`config.mk`:
```
export PLATFORM = sky130hd
export DESIGN_NAME = mesi_line_ctrl
export DESIGN_NICKNAME = d
export VERILOG_FILES = /design/src/rtl/mesi_pkg.sv /design/src/rtl/mesi_snoop_unit.sv /design/src/rtl/mesi_cpu_unit.sv /design/src/rtl/mesi_line_ctrl.sv
export SDC_FILE = /design/constraint.sdc
export NUM_CORES = 1
export LEC_CHECK = 0
export BUFFER_PORTS_ARGS = -buffer_cell sky130_fd_sc_hd__buf_4
export CORE_AREA = 5 5 42 44
export DETAILED_ROUTE_END_ITERATION = 16
export DIE_AREA = 0 0 47 49
export GPL_TIMING_DRIVEN = 0
export MAX_ROUTING_LAYER = met4
export SYNTH_ARGS = -nofsm -noshare
export SYNTH_HDL_FRONTEND = slang
export SYNTH_SLANG_ARGS = --single-unit
```
`constraint.sdc`:
```
create_clock -name clk -period 1.75 [get_ports clk]
set_input_delay 0.2625 -clock clk [delete_from_list [all_inputs] [get_ports clk]]
set_output_delay 0.2625 -clock clk [all_outputs]
set_load 0.02 [all_outputs]
```
`src/rtl/mesi_pkg.sv`:
```
package mesi_pkg;
    typedef enum logic [1:0] {
        ST_INV = 2'd0,
        ST_EXC = 2'd1,
        ST_SHR = 2'd2,
        ST_MOD = 2'd3
    } line_st_t;

    typedef enum logic [1:0] {
        OP_RD   = 2'd0,
        OP_WR   = 2'd1,
        OP_EVT  = 2'd2,
        OP_NOP  = 2'd3
    } cpu_op_t;

    typedef enum logic [1:0] {
        BC_NONE = 2'd0,
        BC_SHRD = 2'd1,
        BC_OWN  = 2'd2,
        BC_WB   = 2'd3
    } bus_cmd_t;
endpackage

```
`src/rtl/mesi_snoop_unit.sv`:
```
module mesi_snoop_unit
    import mesi_pkg::*;
(
    input  line_st_t   cur_st,
    input  logic       snp_vld,
    input  bus_cmd_t   snp_cmd,
    output line_st_t   snp_nxt,
    output logic       snp_flush,
    output logic       snp_shared
);
    always_comb begin
        snp_nxt    = cur_st;
        snp_flush  = 1'b0;
        snp_shared = 1'b0;
        if (snp_vld) begin
            unique case (snp_cmd)
                BC_SHRD: begin
                    snp_shared = (cur_st != ST_INV);
                    if (cur_st == ST_MOD) begin
                        snp_flush = 1'b1;
                        snp_nxt   = ST_SHR;
                    end else if (cur_st == ST_EXC) begin
                        snp_nxt   = ST_SHR;
                    end
                end
                BC_OWN: begin
                    snp_flush = (cur_st == ST_MOD);
                    snp_nxt   = ST_INV;
                end
                default: begin
                    snp_nxt = cur_st;
                end
            endcase
        end
    end
endmodule

```
`src/rtl/mesi_cpu_unit.sv`:
```
module mesi_cpu_unit
    import mesi_pkg::*;
(
    input  line_st_t   cur_st,
    input  logic       req_vld,
    input  cpu_op_t    req_op,
    input  logic       stall,
    input  logic       gnt,
    input  logic       shared_in,
    output logic       breq,
    output bus_cmd_t   bcmd,
    output logic       done,
    output line_st_t   cpu_nxt
);
    bus_cmd_t need;

    always_comb begin
        need = BC_NONE;
        unique case (req_op)
            OP_RD:   need = (cur_st == ST_INV) ? BC_SHRD : BC_NONE;
            OP_WR:   need = (cur_st == ST_INV || cur_st == ST_SHR) ? BC_OWN : BC_NONE;
            OP_EVT:  need = (cur_st == ST_MOD) ? BC_WB : BC_NONE;
            default: need = BC_NONE;
        endcase
    end

    always_comb begin
        breq    = req_vld && !stall && (need != BC_NONE);
        bcmd    = breq ? need : BC_NONE;
        done    = req_vld && !stall && ((need == BC_NONE) || gnt);
        cpu_nxt = cur_st;
        if (done) begin
            unique case (req_op)
                OP_RD:   cpu_nxt = (cur_st == ST_INV) ? (shared_in ? ST_SHR : ST_EXC) : cur_st;
                OP_WR:   cpu_nxt = ST_MOD;
                OP_EVT:  cpu_nxt = ST_INV;
                default: cpu_nxt = cur_st;
            endcase
        end
    end
endmodule

```
`src/rtl/mesi_line_ctrl.sv`:
```
module mesi_line_ctrl
    import mesi_pkg::*;
(
    input  logic       clk,
    input  logic       rst_n,
    input  logic       cpu_req_vld,
    input  logic [1:0] cpu_req_op,
    output logic       cpu_done,
    output logic       bus_req,
    output logic [1:0] bus_cmd,
    input  logic       bus_gnt,
    input  logic       shared_in,
    input  logic       snp_vld,
    input  logic [1:0] snp_cmd,
    output logic       flush,
    output logic       shared_out,
    output logic [1:0] line_state
);
    line_st_t st_q;
    line_st_t st_d;
    line_st_t snp_nxt;
    line_st_t cpu_nxt;
    bus_cmd_t bcmd;

    mesi_snoop_unit u_snoop (
        .cur_st     (st_q),
        .snp_vld    (snp_vld),
        .snp_cmd    (bus_cmd_t'(snp_cmd)),
        .snp_nxt    (snp_nxt),
        .snp_flush  (flush),
        .snp_shared (shared_out)
    );

    mesi_cpu_unit u_cpu (
        .cur_st    (st_q),
        .req_vld   (cpu_req_vld),
        .req_op    (cpu_op_t'(cpu_req_op)),
        .stall     (snp_vld),
        .gnt       (bus_gnt),
        .shared_in (shared_in),
        .breq      (bus_req),
        .bcmd      (bcmd),
        .done      (cpu_done),
        .cpu_nxt   (cpu_nxt)
    );

    always_comb begin
        if (snp_vld)       st_d = snp_nxt;
        else if (cpu_done) st_d = cpu_nxt;
        else               st_d = st_q;
    end

    always_ff @(posedge clk) begin
        if (!rst_n) st_q <= ST_INV;
        else        st_q <= st_d;
    end

    assign bus_cmd    = bcmd;
    assign line_state = st_q;

    a_r2_fill_excl: assert property (@(posedge clk) disable iff (!rst_n)
        (bus_req && bus_gnt && bus_cmd == 2'd1 && !shared_in) |=> (line_state == 2'd1));
    a_r2_fill_shr: assert property (@(posedge clk) disable iff (!rst_n)
        (bus_req && bus_gnt && bus_cmd == 2'd1 && shared_in) |=> (line_state == 2'd2));
    a_r3_own_to_mod: assert property (@(posedge clk) disable iff (!rst_n)
        (bus_req && bus_gnt && bus_cmd == 2'd2) |=> (line_state == 2'd3));
    a_r6_flush_to_shr: assert property (@(posedge clk) disable iff (!rst_n)
        (snp_vld && snp_cmd == 2'd1 && line_state == 2'd3) |=> (line_state == 2'd2));
    a_r7_own_snoop_inv: assert property (@(posedge clk) disable iff (!rst_n)
        (snp_vld && snp_cmd == 2'd2) |=> (line_state == 2'd0));
    a_r9_wb_from_mod: assert property (@(posedge clk) disable iff (!rst_n)
        (bus_req && bus_cmd == 2'd3) |-> (line_state == 2'd3));
    a_r10_snoop_first: assert property (@(posedge clk) disable iff (!rst_n)
        snp_vld |-> (!cpu_done && !bus_req));
    a_r11_hold_pending: assert property (@(posedge clk) disable iff (!rst_n)
        (bus_req && !bus_gnt && !snp_vld) |=> $stable(line_state));
endmodule

```
==> load_flow_metrics.sql <==
INSERT INTO impl_metrics (metric_group, metric, value, unit) VALUES
('run_status', 'run_status', 'complete, no violations', ''),
('drt', 'postRouteAntennaNets', '0', ''),
('final_layout', 'drive_above_1_share', '47.1', '%'),
('sta', 'rsz0062_at_grt', 'no', ''),
('power', 'vdd_drop_max', '0.218', 'mV'),
('die', 'core.rowCount', '14', ''),
('sta', 'fmaxAchievable', '600', 'MHz'),
('clocking', 'clock_tree.htree_level_count', '1', ''),
('drt', 'drc', '0', ''),
('clocking', 'tritoncts', 'done', ''),
('setup_path', 'critical_path_required', '1.49', 'ns'),
('die', 'die_h', '49', 'um'),
('synthesis', 'yosysWarnings', '0', ''),
('sta', 'hold_viol_final', '0', ''),
('drt', 'vias', '378', ''),
('setup_path', 'critical_path_arrival', '1.40', 'ns'),
('die', 'initial_utilization', '28.5', '%'),
('synthesis', 'postSynthRegisterBits', '2', ''),
('min_path', 'class_of_the_tightest_hold_or_removal_check', 'in -> reg', ''),
('final_layout', 'sequential_cell_area', '42.5', 'um^2'),
('final_layout', 'final_nets', '86', ''),
('drt', 'drt-wirelength-per-cell', '10.3', 'um'),
('synthesis', 'syn_avg_cell_area', '8.68', 'um^2'),
('final_layout', 'area_growth', '47.0', '%'),
('sta', 'min_period_over_period', '95.2', '%'),
('sta', 'whs', '0.325', 'ns'),
('global_routing', 'grt_first_pass_wirelength', '1360', 'um'),
('synthesis', 'synthesis.area', '399', 'um^2'),
('global_routing', 'grt_max_degree', '10', ''),
('global_routing', 'groute.usage.overall', '7.99', '%'),
('final_layout', 'multi_input_area', '333', 'um^2'),
('setup_path', 'crit_path_slowest_cell', 'sky130_fd_sc_hd__or3_4', ''),
('final_layout', 'filler_cell_count', '152', ''),
('sta', 'final.setup.tns', '0', 'ns'),
('setup_path', 'path_class', 'reg -> out', ''),
('sta', 'post-route-min-period', '1.67', 'ns'),
('synthesis', 'synth_sequential_area_ratio', '10.0', '%'),
('setup_path', 'crit_path_start_kind', 'flip-flop', ''),
('power', 'power_per_cell_area', '437', 'nW/um^2'),
('setup_path', 'timing.critical_path.slowest_cell_delay', '0.36', 'ns'),
('global_routing', 'globalRoute.totalOverflow', '0', ''),
('placement', 'hpwl', '697', 'um'),
('run', 'timing.max_cap.violations', '0', ''),
('final_layout', 'diodes', '0', ''),
('drt', 'postRouteWirelength', '865', 'um'),
('die', 'core_region_area', '1400', 'um^2'),
('die', 'floorplan.die_area', '2300', 'um^2'),
('synthesis', 'syn-instance-count', '46', ''),
('clocking', 'clock-root-buffer', 'sky130_fd_sc_hd__clkbuf_4', ''),
('sta', 'setup_viol', '0', ''),
('drt', 'routed_via_density', '4.50', ''),
('clocking', 'cts.sinks', '2', ''),
('synthesis', 'syn_nets', '62', ''),
('power', 'leakage_power', '0.306', 'nW'),
('sta', 'fin_skew', '0.000467', 'ns'),
('synthesis', 'synth_cell_type_count', '23', ''),
('sta', 'finalMaxSlewViolations', '0', ''),
('sta', 'timing_worst_slew_pin_value', '0.321', 'ns'),
('final_layout', 'largest_reg_flops', '2', ''),
('setup_path', 'timing.critical_path.cells', 'buf_6 -> nand3_2 -> or3_4 -> nand2_1 -> nor2_1 -> buf_4', ''),
('die', 'ioPinCount', '18', ''),
('placement', 'place.gp.congestion', '0.765', ''),
('setup_path', 'critPathMaxFanout', '7', ''),
('clocking', 'clock_path_buffers', '2', ''),
('drt', 'drt_first_iter_violations', '2', ''),
('final_layout', 'final_core_util', '41.9', '%'),
('clocking', 'cts.clk_slew.worst_paths', '0.03', 'ns'),
('die', 'die_x', '47', 'um'),
('clocking', 'number_of_clock_buffers_inserted_by_tritoncts', '3', ''),
('clocking', 'worst_skew_pair.late_latency', '0.22', 'ns'),
('setup_path', 'endpoint_class_of_the_critical_path', 'primary output', ''),
('global_routing', 'initial_antenna_violation_count', '0', ''),
('placement', 'port_buf_inserts', '17', ''),
('drt', 'drt_pre_antenna_iters', '2', ''),
('sta', 'max-slew-margin-rel', '78.5', '%'),
('global_routing', 'via_count_of_the_first_global_routing_pass', '349', '');
[layer usage]
layer  wire length [um]  vias up  share of wire [%]  global-route usage (%)
met5                  0        -                  0                       -
met2                412       15                 48                    11.1
li1                   -      205                  -                       -
met1                380      158                 44                    10.2
met4                  0        0                  0                    4.15
met3                 72        0                8.3                    2.21
[Yosys cell counts]
cell type                  instances  area (um^2)
sky130_fd_sc_hd__ha_1              6         75.1
sky130_fd_sc_hd__nand2_1           6         22.5
sky130_fd_sc_hd__inv_1             4         15.0
sky130_fd_sc_hd__nand2b_1          4         25.0
sky130_fd_sc_hd__a21oi_1           3         15.0
sky130_fd_sc_hd__mux2i_1           3         30.0
sky130_fd_sc_hd__dfxtp_1           2         40.0
sky130_fd_sc_hd__nor2b_1           2         12.5
sky130_fd_sc_hd__o21bai_1          2         15.0
sky130_fd_sc_hd__a21oi_4           1         16.3
sky130_fd_sc_hd__a31oi_4           1         21.3
sky130_fd_sc_hd__and4b_1           1         10.0
sky130_fd_sc_hd__buf_6             1         11.3
sky130_fd_sc_hd__nand3_2           1         10.0
sky130_fd_sc_hd__nand4b_1          1         8.76
sky130_fd_sc_hd__nor2_1            1         3.75
sky130_fd_sc_hd__nor3_1            1         5.00
sky130_fd_sc_hd__o211a_1           1         10.0
sky130_fd_sc_hd__o211ai_1          1         7.51
sky130_fd_sc_hd__o21ai_4           1         16.3
sky130_fd_sc_hd__or2_2             1         6.26
sky130_fd_sc_hd__or3_4             1         11.3
sky130_fd_sc_hd__or3b_4            1         11.3
[path summary, 6_finish.rpt]
kind / start / endpoint / slack [ns] / cells after the start
worst max-delay path: line_state[0] / cpu_done / 0.08 / 6
worst min-delay path: rst_n / line_state[0] / 0.32 / 3
worst max register to register: line_state[0] / line_state[1] / 0.37 / 5
worst min register to register: line_state[1] / line_state[1] / 0.52 / 2
[repair_timing]
item	in CTS	in global routing
buffers inserted	0	2
hold endpoints to repair	0	0
hold buffers	0	0
resized for setup	0	2
setup endpoints to repair	0	1
[worst max-delay path: cells and delay by family, from the launching register on]
kind / cells / cell delay, ns
simple gates: 4 / 0.58
flops: 1 / 0.32
buf+inv: 2 / 0.28
[metrics by stage]
| stage | power (mW) | instance area [um^2] | cells | setup WS [ns] |
|---|---|---|---|---|
| 3_3_place_gp | 0.156 | 547 | 79 | 0.0942 |
| 2_1_floorplan | 0.118 | 399 | 46 | 0.201 |
| 3_5_place_dp | 0.157 | 547 | 79 | 0.0952 |
| 4_1_cts | 0.261 | 569 | 82 | 0.0167 |
| 6_report | 0.257 | 587 | 84 | 0.0841 |
| 5_1_grt | 0.283 | 587 | 84 | 0.0246 |
[cells in the final DEF (no fill, tap or decap), drive strengths merged]
master	netlist	routed
o211a	1	1
nand2b	4	4
nor3	1	1
o211ai	1	1
a21oi	4	4
mux2i	3	3
or3b	1	1
buf	1	20
inv	4	4
a31oi	1	1
clkbuf	0	3
o21bai	2	2
or2	1	1
nor2b	2	2
and4b	1	1
nor2	1	1
nand3	1	1
or3	1	1
o21ai	1	1
dfxtp	2	2
ha	6	6
nand4b	1	1
nand2	6	6
[power by group]
part	total, mW	switching (mW)	internal, mW
logic	0.105	0.0508	0.0541
clock network	0.0982	0.0228	0.0754
registers	0.0535	0.00416	0.0493
[cells by family (layout without fill, tap and decap cells)]
kind of cell / Yosys count / count (layout) / synth area share, %
AOI/OAI and AO/OA: 10 / 10 / 25.4
adders and majority gates: 6 / 6 / 18.8
buffers and inverters: 5 / 27 / 6.58
DFF: 2 / 2 / 10.0
muxes: 3 / 3 / 7.52
and+or+nand+nor: 20 / 20 / 31.7
[area by class of cell]
class | instances | share of cell area (%)
buffer | 1 | 1.92
clock buffer | 3 | 3.84
inverter | 4 | 2.56
multi-input combinational | 39 | 56.7
sequential | 2 | 7.25
tap | 16 | 3.41
timing repair buffer | 19 | 24.3
Power figures use the tool's default switching activity.
